==> config.mk <==
export PLATFORM = sky130hd
export DESIGN_NAME = bitserial_divider
export DESIGN_NICKNAME = d
export VERILOG_FILES = /design/src/rtl/div_pkg.sv /design/src/rtl/div_step.sv /design/src/rtl/div_ctrl.sv /design/src/rtl/bitserial_divider.sv
export SDC_FILE = /design/constraint.sdc
export NUM_CORES = 1
export LEC_CHECK = 0
export BUFFER_PORTS_ARGS = -buffer_cell sky130_fd_sc_hd__buf_2
export CORE_AREA = 2 2 79 81
export DETAILED_ROUTE_END_ITERATION = 7
export DIE_AREA = 0 0 81 83
export GPL_TIMING_DRIVEN = 0
export PLACE_DENSITY = 0.69
export SLEW_MARGIN = 20
export SYNTH_ARGS = -nofsm -noshare
export SYNTH_HDL_FRONTEND = slang
export SYNTH_SLANG_ARGS = --single-unit
==> constraint.sdc <==
create_clock -name clk -period 3 [get_ports clk]
set_clock_uncertainty 0.2 [all_clocks]
set_input_delay 0.15 -clock clk [delete_from_list [all_inputs] [get_ports clk]]
set_output_delay 0.15 -clock clk [all_outputs]
set_load 0.02 [all_outputs]
==> src/rtl/div_pkg.sv <==
package div_pkg;
    typedef enum logic [1:0] {
        ST_IDLE = 2'd0,
        ST_RUN  = 2'd1,
        ST_DONE = 2'd2
    } div_state_e;
endpackage

==> src/rtl/div_step.sv <==
// One radix-2 restoring iteration: shift in a dividend bit, trial subtract.
module div_step #(
    parameter int DSR_W = 8
) (
    input  logic [DSR_W-1:0] rem_in,
    input  logic             next_bit,
    input  logic [DSR_W-1:0] divisor,
    output logic [DSR_W-1:0] rem_out,
    output logic             q_bit
);
    localparam int TW = DSR_W + 1;

    logic [TW-1:0] trial;
    logic [TW-1:0] diff;

    always_comb begin
        trial   = {rem_in, next_bit};
        diff    = trial - {1'b0, divisor};
        q_bit   = (trial >= {1'b0, divisor});
        rem_out = q_bit ? diff[DSR_W-1:0] : trial[DSR_W-1:0];
    end
endmodule

==> src/rtl/div_ctrl.sv <==
// Sequencer: idle / run / done with iteration counter.
module div_ctrl
    import div_pkg::*;
#(
    parameter int DVD_W = 16
) (
    input  logic clk,
    input  logic rst_n,
    input  logic in_valid,
    input  logic out_ready,
    output logic in_ready,
    output logic out_valid,
    output logic load,
    output logic step
);
    localparam int CW = $clog2(DVD_W + 1);
    localparam logic [CW-1:0] LAST = CW'(DVD_W - 1);

    div_state_e state_q, state_d;
    logic [CW-1:0] cnt_q;

    always_ff @(posedge clk or negedge rst_n) begin
        if (!rst_n) begin
            state_q <= ST_IDLE;
            cnt_q   <= '0;
        end else begin
            state_q <= state_d;
            if (load)      cnt_q <= '0;
            else if (step) cnt_q <= cnt_q + 1'b1;
        end
    end

    always_comb begin
        state_d = state_q;
        unique case (state_q)
            ST_IDLE: if (in_valid)      state_d = ST_RUN;
            ST_RUN:  if (cnt_q == LAST) state_d = ST_DONE;
            ST_DONE: if (out_ready)     state_d = ST_IDLE;
            default:                    state_d = ST_IDLE;
        endcase
    end

    always_comb begin
        in_ready  = 1'b0;
        out_valid = 1'b0;
        load      = 1'b0;
        step      = 1'b0;
        unique case (state_q)
            ST_IDLE: begin
                in_ready = 1'b1;
                load     = in_valid;
            end
            ST_RUN:  step      = 1'b1;
            ST_DONE: out_valid = 1'b1;
            default: ;
        endcase
    end


    ready_drops_chk: assert property (@(posedge clk) disable iff (!rst_n)
        in_valid && in_ready |=> !in_ready);

    ready_valid_excl_chk: assert property (@(posedge clk) disable iff (!rst_n)
        !(in_ready && out_valid));

    valid_hold_chk: assert property (@(posedge clk) disable iff (!rst_n)
        out_valid && !out_ready |=> out_valid);

    release_idle_chk: assert property (@(posedge clk) disable iff (!rst_n)
        out_valid && out_ready |=> !out_valid && in_ready);
endmodule

==> src/rtl/bitserial_divider.sv <==
module bitserial_divider #(
    parameter int DVD_W = 16,
    parameter int DSR_W = 8
) (
    input  logic             clk,
    input  logic             rst_n,
    input  logic             in_valid,
    output logic             in_ready,
    input  logic [DVD_W-1:0] dividend,
    input  logic [DSR_W-1:0] divisor,
    output logic             out_valid,
    input  logic             out_ready,
    output logic [DVD_W-1:0] quotient,
    output logic [DSR_W-1:0] remainder
);
    localparam int LW = $clog2(DVD_W + 1) + 1;

    logic             load, step;
    logic [DVD_W-1:0] quot_q;
    logic [DSR_W-1:0] rem_q, dsr_q, rem_nx;
    logic             q_bit;

    div_ctrl #(.DVD_W(DVD_W)) u_ctrl (
        .clk       (clk),
        .rst_n     (rst_n),
        .in_valid  (in_valid),
        .out_ready (out_ready),
        .in_ready  (in_ready),
        .out_valid (out_valid),
        .load      (load),
        .step      (step)
    );

    div_step #(.DSR_W(DSR_W)) u_step (
        .rem_in   (rem_q),
        .next_bit (quot_q[DVD_W-1]),
        .divisor  (dsr_q),
        .rem_out  (rem_nx),
        .q_bit    (q_bit)
    );

    // Dividend bits shift out of the top while quotient bits enter at the bottom.
    always_ff @(posedge clk or negedge rst_n) begin
        if (!rst_n) begin
            quot_q <= '0;
            rem_q  <= '0;
            dsr_q  <= '0;
        end else if (load) begin
            quot_q <= dividend;
            rem_q  <= '0;
            dsr_q  <= divisor;
        end else if (step) begin
            quot_q <= {quot_q[DVD_W-2:0], q_bit};
            rem_q  <= rem_nx;
        end
    end

    assign quotient  = quot_q;
    assign remainder = rem_q;

    // Latency observer used only by the checks below.
    logic [LW-1:0] lat_q;
    always_ff @(posedge clk or negedge rst_n) begin
        if (!rst_n)                       lat_q <= '0;
        else if (in_valid && in_ready)    lat_q <= '0;
        else if (!in_ready && !out_valid) lat_q <= lat_q + 1'b1;
    end


    latency_chk: assert property (@(posedge clk) disable iff (!rst_n)
        $rose(out_valid) |-> lat_q == LW'(DVD_W));

    rem_bound_chk: assert property (@(posedge clk) disable iff (!rst_n)
        out_valid && dsr_q != '0 |-> remainder < dsr_q);

    data_hold_chk: assert property (@(posedge clk) disable iff (!rst_n)
        out_valid && !out_ready |=> $stable(quotient) && $stable(remainder));
endmodule

==> results of run 1 <==
[Yosys cell counts (2+ instances only)]
cell / number / area, sq um
dfrtp_1: 39 / 975.9
a21oi_1: 21 / 105.1
o31ai_1: 2 / 15.01
nand2b_1: 3 / 18.77
clkbuf_1: 8 / 30.03
and3_1: 2 / 12.51
nor3_1: 4 / 20.02
nand3_1: 2 / 10.01
a22oi_1: 14 / 105.1
o31a_1: 2 / 17.52
nor2b_1: 17 / 106.4
buf_4: 2 / 15.01
o311ai_2: 2 / 32.53
and3_2: 2 / 15.01
nand2_1: 31 / 116.4
ha_1: 10 / 125.1
nor2_1: 7 / 26.28
a22o_1: 2 / 17.52
buf_6: 2 / 22.52
buf_2: 4 / 20.02
a311oi_1: 2 / 17.52
o21ai_0: 37 / 185.2
o21ai_1: 2 / 10.01
xor2_1: 2 / 17.52
o211ai_1: 5 / 37.54
inv_1: 15 / 56.30
[final timing paths]
check | startpoint | end | cells after the start
worst max-delay path | quotient[15] | remainder[6] | 8
worst min-delay path | dividend[15] | quotient[15] | 4
worst max register to register | quotient[15] | remainder[6] | 8
worst min register to register | u_ctrl.cnt_q[4] | u_ctrl.cnt_q[4] | 2
max in group asynchronous | rst_n | dsr_q[2] | 2
min in group asynchronous | rst_n | remainder[7] | 2
[layer usage]
metal / routed length (um) / vias up / part of all wire / track usage
met1: 2851 / 997 / 0.47 / 0.2601
met4: 125 / 0 / 0.021 / 0.07396
met2: 2841 / 40 / 0.47 / 0.3005
met5: 0 / - / 0 / 0
met3: 190 / 10 / 0.032 / 0.03370
li1: - / 1080 / - / -
[power by group through the flow]
stage,combinational (mW),sequential (mW),clock (mW)
after floorplan,1.44,1.14,0
after global placement,2.10,1.01,0
after detailed placement,2.16,1.01,0
after CTS,2.20,1.01,0.374
after global routing,2.49,1.05,0.399
final,2.21,1.01,0.365
[kinds of logic after synthesis]
group                      count (synthesis)
AOI/OAI and AO/OA                         96
buffers and inverters                     32
xor gates and xnor gates                   2
adders and majority gates                 11
and+or+nand+nor                           77
DFF                                       39
[sequential cells by signal, summed over array words and instances (netlist names)]
register and count:
quotient 16, dsr_q 8, remainder 8, u_ctrl.cnt_q 5, u_ctrl.state_q 2
[worst max-delay path, cell delays in order, from the launching register on]
cell and delay (ps):
dfrtp_1 380, inv_1 90, ha_1 240, fa_1 390
nand2b_1 190, a21oi_1 250, nor4_1 80, a311oi_1 380
o31ai_1 110
[per-stage QoR]
step	area (sq um)	total power, mW	hold WS [ps]	utilization	worst slack, ps
after floorplan	2276	2.586	-345.6	-	738.4
after global placement	2635	3.106	122.8	0.4531	677.7
after detailed placement	2635	3.174	133.4	0.4531	636.5
after CTS	2973	3.581	89.66	0.5112	612.5
after global routing	2973	3.932	109.2	0.5112	406.0
final	2973	3.585	96.09	0.5112	563.8
[timing repair]
action	in CTS	in global routing
hold endpoints to repair	63	0
setup buffers	0	0
hold buffers	25	0
endpoints found under the setup margin	0	0
[final cells by class]
class / instances / area, sq um / area share
Buffer: 17 / 91.34 / 0.03072
Clock buffer: 6 / 82.58 / 0.02778
Clock inverter: 1 / 5.005 / 0.001684
Inverter: 15 / 56.30 / 0.01894
Multi-Input combinational cell: 186 / 1152 / 0.3876
Sequential cell: 39 / 975.9 / 0.3283
Tap cell: 75 / 93.84 / 0.03157
Timing Repair Buffer: 78 / 515.5 / 0.1734
==> key figures, run 1 <==
Timing
  • Final Slew Violations: 0
  • Worst-margin pin slew: 888.1 ps
  • Final setup TNS: 0 ps
  • Final setup violation count: 0
  • Fmax: about 410 MHz
  • Unrepaired setup endpoints after global routing: no
  • Final Hold Vio Count: 0
  • Final min period: 2436 ps
  • Relative slew slack: 0.4079
  • Fin crit share: 0.8121

Place
  • Gpl congestion: 0.8929
  • Detailed Place HPWL: 4220 um
  • I/O Buffers: 53
  • Placed cells: 385

Critical path
  • CP startpoint kind: flip-flop
  • Worst path arrival time: 2400 ps
  • Required time of the worst setup path: 2960 ps
  • Critical path endpoint category: flip-flop
  • Worst Path Max Fanout: 3
  • FF-to-FF setup slack: 560 ps
  • Setup CP Type: flip-flop to flip-flop

Pwr
  • Register share of total power: 0.282
  • Leakage: around 1.4 nW
  • Int Pwr: ~1.9 mW
  • Net Sw Frac: 0.4754
  • Pwr dens: ~1200 nW/um^2
  • Logic pwr share: 0.616
  • Net Sw Power: 1.705 mW
  • Maximum vdd drop: roughly 0.37 mV
  • Clk pwr share: 0.102

Detailed routing
  • Final WL: 6008 um
  • Avg Vias per Cell: roughly 5.1
  • Avg WL per Cell: 14.41 um
  • Drt drc: 0
  • Detail Route Antenna Nets: 0
  • Initial drt markers: around 170
  • Via count: 2127
  • DRT Pass-1 Iters: 4

Yosys
  • Mapped Nets: 296
  • Yosys warnings: 0
  • Synthesized area: between 2000 and 2500 sq um
  • Post-synth cell types: 44
  • Post-synth EDFFs: 0
  • Mean Syn Cell Area: 8.856 sq um
  • Post-synth top flop: dfrtp_1
  • Gate Count Post-Synth: between 200 and 300
  • Complex-gate fraction of the synthesized area: 0.2633
  • Synth Area in Simple Gates: 0.1715
  • Synth Register Bits: 39
  • Post-Synth Adder-Cell Area: 0.06377
  • Seq/Total Area, Yosys: 0.4288
  • Mux share of post-synthesis cell area: 0
  • FFs w/ async S/R, synth: 1.000
  • Post-Synth XOR/XNOR Area: 0.007697
  • Main combinational cell family by area after synthesis: compound AO/OA/AOI/OAI gates

Die
  • Die area: 6723 sq um
  • DIE WIDTH: 81 um
  • Core ar.: between 5000 and 6000 sq um
  • FP Rows: 28
  • I/O pins: 54
  • Die height: 83 um
  • Starting density of the core: 0.3914

Clocking
  • # clock sinks: 39
  • Post-CTS sizing: 0
  • Max H-tree Level: 2
  • CTS tree: yes
  • Clock Tree Buf Depth: 2
  • Total CTS buffers: 5
  • Clock Pin Slew Worst Setup and Hold Paths: 70 ps
  • Worst-Skew Late Latency: 300 ps
  • CTS root buffer: clkbuf_8

Flow run
  • Max cap viols: 0

Global routing
  • Total gr overflow: 0
  • Gr usage total: 0.1914
  • Initial antenna violation count: 0
  • Vias in the first global route: approximately 2100
  • Global-route wire length before repair: 10150 um
  • Largest net degree at the start of global routing: 40

Final layout
  • Finished Layout Cells: 417
  • Nets@finish: approximately 380
  • Ant. Diodes: 0
  • Layout cells sized above 1: 0.2193
  • Filler Cells Inserted: about 580
  • Commonest non-fill, non-tap cell in the layout: buf_2
  • Synth-to-layout area growth: 30.62%
  • Most frequent cells in the layout: buf_2 (57), dfrtp_1 (39), o21ai_0 (37), nand2_1 (31), dlygate4sd3_1 (25)

Status
  • Status: finished clean

Worst hold path
  • Hold crit path type: input port to flip-flop
No activity file was read; power rests on OpenSTA's default activity.
==> inputs of run 2 (changes only) <==
--- a/config.mk
+++ b/config.mk
@@ -5,6 +5,7 @@
 export SDC_FILE = /design/constraint.sdc
 export NUM_CORES = 1
 export LEC_CHECK = 0
+export ABC_AREA = 1
 export BUFFER_PORTS_ARGS = -buffer_cell sky130_fd_sc_hd__buf_2
 export CORE_AREA = 2 2 79 81
 export DETAILED_ROUTE_END_ITERATION = 7
==> constraint.sdc (replaced) <==
create_clock -name clk -period 2.3 [get_ports clk]
set_clock_uncertainty 0.2 [all_clocks]
set_input_delay 0.115 -clock clk [delete_from_list [all_inputs] [get_ports clk]]
set_output_delay 0.115 -clock clk [all_outputs]
set_load 0.02 [all_outputs]
==> key figures, run 2 <==
Clocking
  • Clock Pin Slew Worst Setup and Hold Paths: 90 ps (+20 ps)
  • Worst-Skew Late Latency: 300 ps (about the same)
  • Clock Tree Buf Depth: 2 (unchanged)
  • CTS tree: yes
  • Postcts setup bufs: 0 (unchanged)
  • Total CTS buffers: 5 (unchanged)
  • CTS root buffer: clkbuf_8
  • Max H-tree Level: 2 (unchanged)
  • # clock sinks: 39 (unchanged)

Yosys
  • Synth Register Bits: 39 (unchanged)
  • Post-synth cell types: 37 (-16%)
  • Dominant cell type by area after synthesis: dfrtp_1
  • Mapped Nets: 315 (+6.4%)
  • Most frequent cell after synthesis: nand2_1
  • Post-synth EDFFs: 0 (unchanged)
  • Post-synth top cells: nand2_1 (80), inv_1 (44), dfrtp_1 (39)
  • Gate Count Post-Synth: 276 (+7.4%)
  • Mean Syn Cell Area: 8.223 sq um (-7.1%)
  • FFs w/ async S/R, synth: 1.000 (unchanged)
  • Area contributors post-synth: dfrtp_1 (43%), nand2_1 (13%), inv_1 (7.3%), ha_1 (5.5%), o221ai_1 (5.0%)
  • Yosys top cell area share: 0.4300 (+0.001182)
  • Seq/Total Area, Yosys: 0.4300 (+0.001182)
  • Yosys warnings: 0 (unchanged)
  • Post-synth top flop: dfrtp_1
  • Synthesized area: 2270 sq um (-0.27%)

Critical path
  • Critical path endpoint category: flip-flop
  • Crit path to: quotient[0]
  • Cell family with most CP delay: simple AND/OR/NAND/NOR gates
  • Worst Path Max Fanout: 9 (+6)
  • Largest stage delay, worst path: 430 ps (+40 ps)
  • Sum of buffers and inverters on the critical path: 1 (unchanged)
  • Setup CP Type: flip-flop to flip-flop
  • Required time of the worst setup path: 2280 ps (-680 ps)
  • Worst path slowest cell: dfrtp_1
  • CP startpoint kind: flip-flop
  • Critical Path Source: remainder[3]
  • R2r worst-path depth: 9 (+1)
  • Worst r2r src: remainder[3]
  • FF-to-FF setup slack: 210 ps (-360 ps)
  • Worst path arrival time: 2070 ps (-330 ps)
  • Most frequent CP cell: nand2_1
  • Critical Path, Cell by Cell: ha_1 > nand2_1 > nand2_1 > inv_1 > nand2_1 > nand2_1 > nand4_2 > nor2_1 > o22ai_1
  • Worst flop-to-flop path endpoint: quotient[0]
  • CP Depth: 9 (+1)

Worst hold path
  • Hold crit path type: input port to asynchronous set/reset pin

Timing
  • Final Slew Violations: 0 (unchanged)
  • Final setup TNS: 0 ps (unchanged)
  • Unrepaired setup endpoints after global routing: no
  • Final min period: 2093 ps (-343.1 ps)
  • Final Hold Vio Count: 0 (unchanged)
  • Final setup violation count: 0 (unchanged)
  • Hold slack: 279.0 ps (+182.9 ps)
  • Relative slew slack: 0.4092 (+0.001265)
  • Final worst slack: 206.9 ps (-356.9 ps)
  • Fmax: 477.8 MHz (+16%)
  • Fin crit share: 0.9100 (+0.09798)
  • Worst-margin pin slew: 886.2 ps (-1.897 ps)

Place
  • Placed cells: 404 (+4.9%)
  • Gpl congestion: 0.9067 (+1.5%)
  • Placed inst area: 2629 sq um (-0.24%)
  • Pre-CTS setup slack: 232.9 ps (-403.6 ps)
  • I/O Buffers: 53 (unchanged)
  • Detailed Place HPWL: 3964 um (-6.1%)

Die
  • Core ar.: 5816 sq um (unchanged)
  • I/O pins: 54 (unchanged)
  • Starting density of the core: 0.3903 (-0.001076)
  • DIE WIDTH: 81 um (unchanged)
  • FP Rows: 28 (unchanged)
  • Die height: 83 um (unchanged)
  • Die area: 6723 sq um (unchanged)

Detailed routing
  • Drt drc: 0 (unchanged)
  • Avg Vias per Cell: 4.834 (-5.2%)
  • Detail Route Antenna Nets: 0 (unchanged)
  • Final WL: 5660 um (-5.8%)
  • DRT Pass-1 Iters: 4 (unchanged)
  • Via count: 2127 (unchanged)
  • Avg WL per Cell: 12.86 um (-11%)
  • Initial drt markers: 108 (-38%)

Final layout
  • Commonest non-fill, non-tap cell in the layout: nand2_1
  • Most frequent cells in the layout: nand2_1 (80), buf_2 (58), inv_1 (44), dfrtp_1 (39), dlygate4sd3_1 (28)
  • Layout cells sized above 1: 0.2438 (+0.02454)
  • Ant. Diodes: 0 (unchanged)
  • Final core occ: 0.5148 (+0.003657)
  • Finished Layout Cells: 440 (+5.5%)
  • Synth-to-layout area growth: 31.92%
  • Design area: 2994 sq um (+0.72%)
  • Nets@finish: 403 (+5.8%)
  • Largest register FFs: 16 (unchanged)

Pwr
  • Pwr Total: 4.929 mW (+37%)
  • Leakage: 1.567 nW (+13%)
  • Pwr dens: 1646 nW/um^2 (+36%)
  • Maximum vdd drop: 0.7203 mV (+93%)

Global routing
  • Vias in the first global route: 2208 (+4.3%)
  • Global-route wire length before repair: 9873 um (-2.7%)
  • Total gr overflow: 0 (unchanged)
  • Largest net degree at the start of global routing: 40 (unchanged)
  • Gr usage total: 0.1851 (-0.006341)
  • Initial antenna violation count: 0 (unchanged)

Status
  • Status: finished clean

Flow run
  • Max cap viols: 0 (unchanged)
[run 2: how the worst min path moves through the flow]
| stage | from | end | cells past startpoint |
|---|---|---|---|
| finish | rst_n | remainder[3] | 2 |
| global route | u_ctrl.cnt_q[0] | u_ctrl.cnt_q[0] | 1 |
| CTS | u_ctrl.cnt_q[0] | u_ctrl.cnt_q[0] | 1 |
| detailed placement | rst_n | u_ctrl.cnt_q[3] | 1 |
| global placement | rst_n | u_ctrl.state_q[1] | 1 |
| floorplan | rst_n | dsr_q[0] | 0 |
[run 2: worst register-to-register path: stages (launching register included)]
cell and delay [ps]:
dfrtp_1 430, ha_1 410, nand2_1 110, nand2_1 80
inv_1 110, nand2_1 60, nand2_1 60, nand4_2 260
nor2_1 180, o22ai_1 80
[run 2: layout make-up]
cell class | count | area, sq um
plain buffers | 10 | 66.31
flip-flops and latches | 39 | 975.9
multi-input cells | 181 | 1055
clock inverters | 2 | 12.51
inverters | 46 | 172.7
repair buffers | 81 | 545.5
clock buffers | 6 | 72.57
well taps | 75 | 93.84
fillers | 573 | 2821
[run 2: per-layer routing]
metal / share of wire / GRT usage / vias up
li1: - / - / 1064
met4: 0.013 / 0.05239 / 0
met2: 0.50 / 0.3140 / 47
met1: 0.45 / 0.2353 / 1007
met5: 0 / 0 / -
met3: 0.040 / 0.03696 / 9
[run 2: cells by family (layout without fill, tap and decap cells)]
logic type | Yosys count | in the layout | synth area share
xor+xnor | 3 | 3 | 0.01158
compound gates | 37 | 37 | 0.1119
buf+inv | 56 | 145 | 0.1053
flops | 39 | 39 | 0.4300
simple gates | 130 | 130 | 0.2773
fa+ha+maj | 11 | 11 | 0.06395
[run 2: timing repair]
action,CTS,global route
resized for setup,0,0
hold buffers,28,0
endpoints found under the hold margin,65,0
[run 2: power breakdown]
part           switching (mW)  internal [mW]
Clock                   0.252          0.212
Combinational            1.94           1.25
Sequential              0.225           1.05
==> inputs of run 3 (changes only) <==
--- a/config.mk
+++ b/config.mk
@@ -7,11 +7,11 @@
 export LEC_CHECK = 0
 export ABC_AREA = 1
 export BUFFER_PORTS_ARGS = -buffer_cell sky130_fd_sc_hd__buf_2
-export CORE_AREA = 2 2 79 81
+export CORE_AREA = 2 2 81 83
 export DETAILED_ROUTE_END_ITERATION = 7
-export DIE_AREA = 0 0 81 83
+export DIE_AREA = 0 0 83 85
 export GPL_TIMING_DRIVEN = 0
-export PLACE_DENSITY = 0.69
+export PLACE_DENSITY = 0.66
 export SLEW_MARGIN = 20
 export SYNTH_ARGS = -nofsm -noshare
 export SYNTH_HDL_FRONTEND = slang
==> key figures, run 3 (synthesized netlist as in run 2, its figures left out) <==
Pwr
  • Register share of total power: 0.247 (-0.011)
  • Pwr dens: 1690 nW/um^2 (+2.7%)
  • Maximum vdd drop: 0.6983 mV (-3.0%)
  • Clk pwr share: 0.133 (+0.039)
  • Logic pwr share: 0.620 (-0.027)
  • Leakage: 1.590 nW (+1.5%)
  • Int Pwr: 2.726 mW (+8.7%)
  • Net Sw Power: 2.426 mW (+0.21%)
  • Net Sw Frac: 0.4709 (-0.02023)

Critical path
  • CP startpoint kind: flip-flop
  • Worst Path Max Fanout: 9 (unchanged)
  • Critical path endpoint category: flip-flop
  • Worst path arrival time: 2130 ps (+60 ps)
  • Required time of the worst setup path: 2340 ps (+60 ps)
  • Setup CP Type: flip-flop to flip-flop

Timing
  • Unrepaired setup endpoints after global routing: no
  • Hold slack: 270.6 ps (-8.386 ps)
  • Fin crit share: 0.9101 (about the same)
  • Final Hold Vio Count: 0 (unchanged)
  • Relative slew slack: 0.4234 (+0.01416)
  • Fmax: 477.8 MHz (about the same)
  • Final worst slack: 206.9 ps (-0.05600 ps)
  • Final min period: 2093 ps (+0.05600 ps)
  • Worst-margin pin slew: 865.0 ps (-21.24 ps)
  • Final setup violation count: 0 (unchanged)
  • Final setup TNS: 0 ps (unchanged)
  • Final Slew Violations: 0 (unchanged)

Place
  • Pre-CTS setup slack: 250.8 ps (+17.94 ps)
  • Detailed Place HPWL: 3878 um (-2.2%)
  • Gpl congestion: 0.8534 (-5.9%)
  • I/O Buffers: 53 (unchanged)

Die
  • Starting density of the core: 0.3658 (-0.02448)
  • Die height: 85 um (+2.4%)
  • I/O pins: 54 (unchanged)
  • Die area: 7055 sq um (+4.9%)
  • Core ar.: 6205 sq um (+6.7%)
  • FP Rows: 29 (+3.6%)
  • DIE WIDTH: 83 um (+2.5%)

Global routing
  • Initial antenna violation count: 0 (unchanged)
  • Gr usage total: 0.1706 (-0.01442)
  • Largest net degree at the start of global routing: 40 (unchanged)
  • Vias in the first global route: 2194 (-0.63%)
  • Total gr overflow: 0 (unchanged)
  • Global-route wire length before repair: 9839 um (-0.34%)

Clocking
  • CTS root buffer: clkbuf_8
  • CTS tree: yes
  • Clock Pin Slew Worst Setup and Hold Paths: 80 ps (about the same)
  • Hold Buf Count CTS: 28 (unchanged)
  • Total CTS buffers: 5 (unchanged)
  • Post-CTS sizing: 0 (unchanged)
  • # clock sinks: 39 (unchanged)
  • Max H-tree Level: 2 (unchanged)
  • Worst-Skew Late Latency: 290 ps (about the same)
  • Clock Tree Buf Depth: 2 (unchanged)
  • Postcts setup bufs: 0 (unchanged)

Final layout
  • Layout cells sized above 1: 0.2466 (+0.002740)
  • Ant. Diodes: 0 (unchanged)
  • Commonest non-fill, non-tap cell in the layout: nand2_1
  • Final core occ: 0.4912 (-0.02362)
  • Largest register FFs: 16 (unchanged)
  • Nets@finish: 403 (unchanged)
  • Most frequent cells in the layout: nand2_1 (80), buf_2 (58), inv_1 (44), dfrtp_1 (39), dlygate4sd3_1 (28)
  • Synth-to-layout area growth: 34.29%

Detailed routing
  • Avg WL per Cell: 12.54 um (-2.5%)
  • Final WL: 5544 um (-2.0%)
  • Drt drc: 0 (unchanged)
  • Avg Vias per Cell: 4.760 (-1.5%)
  • DRT Pass-1 Iters: 4 (unchanged)
  • Initial drt markers: 100 (-7.4%)
  • Via count: 2104 (-1.1%)
  • Detail Route Antenna Nets: 0 (unchanged)

Worst hold path
  • Hold crit path type: input port to asynchronous set/reset pin

Status
  • Status: finished clean

Flow run
  • Max cap viols: 0 (unchanged)
[run 3: changes by cell type in the layout (fill, tap and decap cells not counted)]
| cell | delta |
|---|---|
| clkbuf_1 | -1 |
| bufinv_16 | +2 |
| clkinv_2 | -1 |
[run 3: worst paths after layout]
path	cells after the start	slack (ps)	endpoint	startpoint
min in group clk	1	320	u_ctrl.state_q[1]	u_ctrl.state_q[0]
max reg2reg	10	210	remainder[4]	remainder[3]
max	10	210	remainder[4]	remainder[3]
min	2	270	dsr_q[0]	rst_n
max in group asynchronous	2	1090	u_ctrl.cnt_q[0]	rst_n
min reg2reg	1	320	u_ctrl.state_q[1]	u_ctrl.state_q[0]
[run 3: layout make-up]
cell class | count | area (sq um)
buffer | 10 | 66.31
tap | 77 | 96.34
fill | 595 | 3157
inverter | 46 | 172.7
clock buffer | 5 | 68.82
sequential | 39 | 975.9
timing repair buffer | 81 | 545.5
clock inverter | 3 | 67.56
multi-input combinational | 181 | 1055
[run 3: layer usage]
metal,GRT usage,wire length (um),vias to the layer above
met5,0,0,-
met4,0.05216,89,0
met3,0.03696,199,9
met2,0.2999,2689,38
met1,0.2107,2566,991
li1,-,-,1066
[run 3: power by group through the flow]
stage          logic, mW  clock network, mW  registers [mW]
3_5_place_dp        3.15                  0            1.28
6_report            3.20              0.684            1.27
3_3_place_gp        3.09                  0            1.27
2_1_floorplan       2.16                  0            1.50
5_1_grt             3.64              0.732            1.31
4_1_cts             3.21              0.706            1.27
[run 3: worst max-delay path: stages, from the launching register on]
cell and delay (ps):
dfrtp_1 430, ha_1 400, nand2_2 140, inv_1 60, nand2_2 80, nand2_1 50, nand2_1 70, nand4_2 260
nand2_1 160, nand3_1 100, nand2_1 70
[run 3: stage by stage]
step / instances / power [mW] / instance area [sq um]
after floorplan: 276 / 3.659 / 2270
after global placement: 406 / 4.364 / 2631
after detailed placement: 406 / 4.425 / 2631
final: 442 / 5.151 / 3048
after global routing: 442 / 5.682 / 3048
after CTS: 442 / 5.184 / 3048
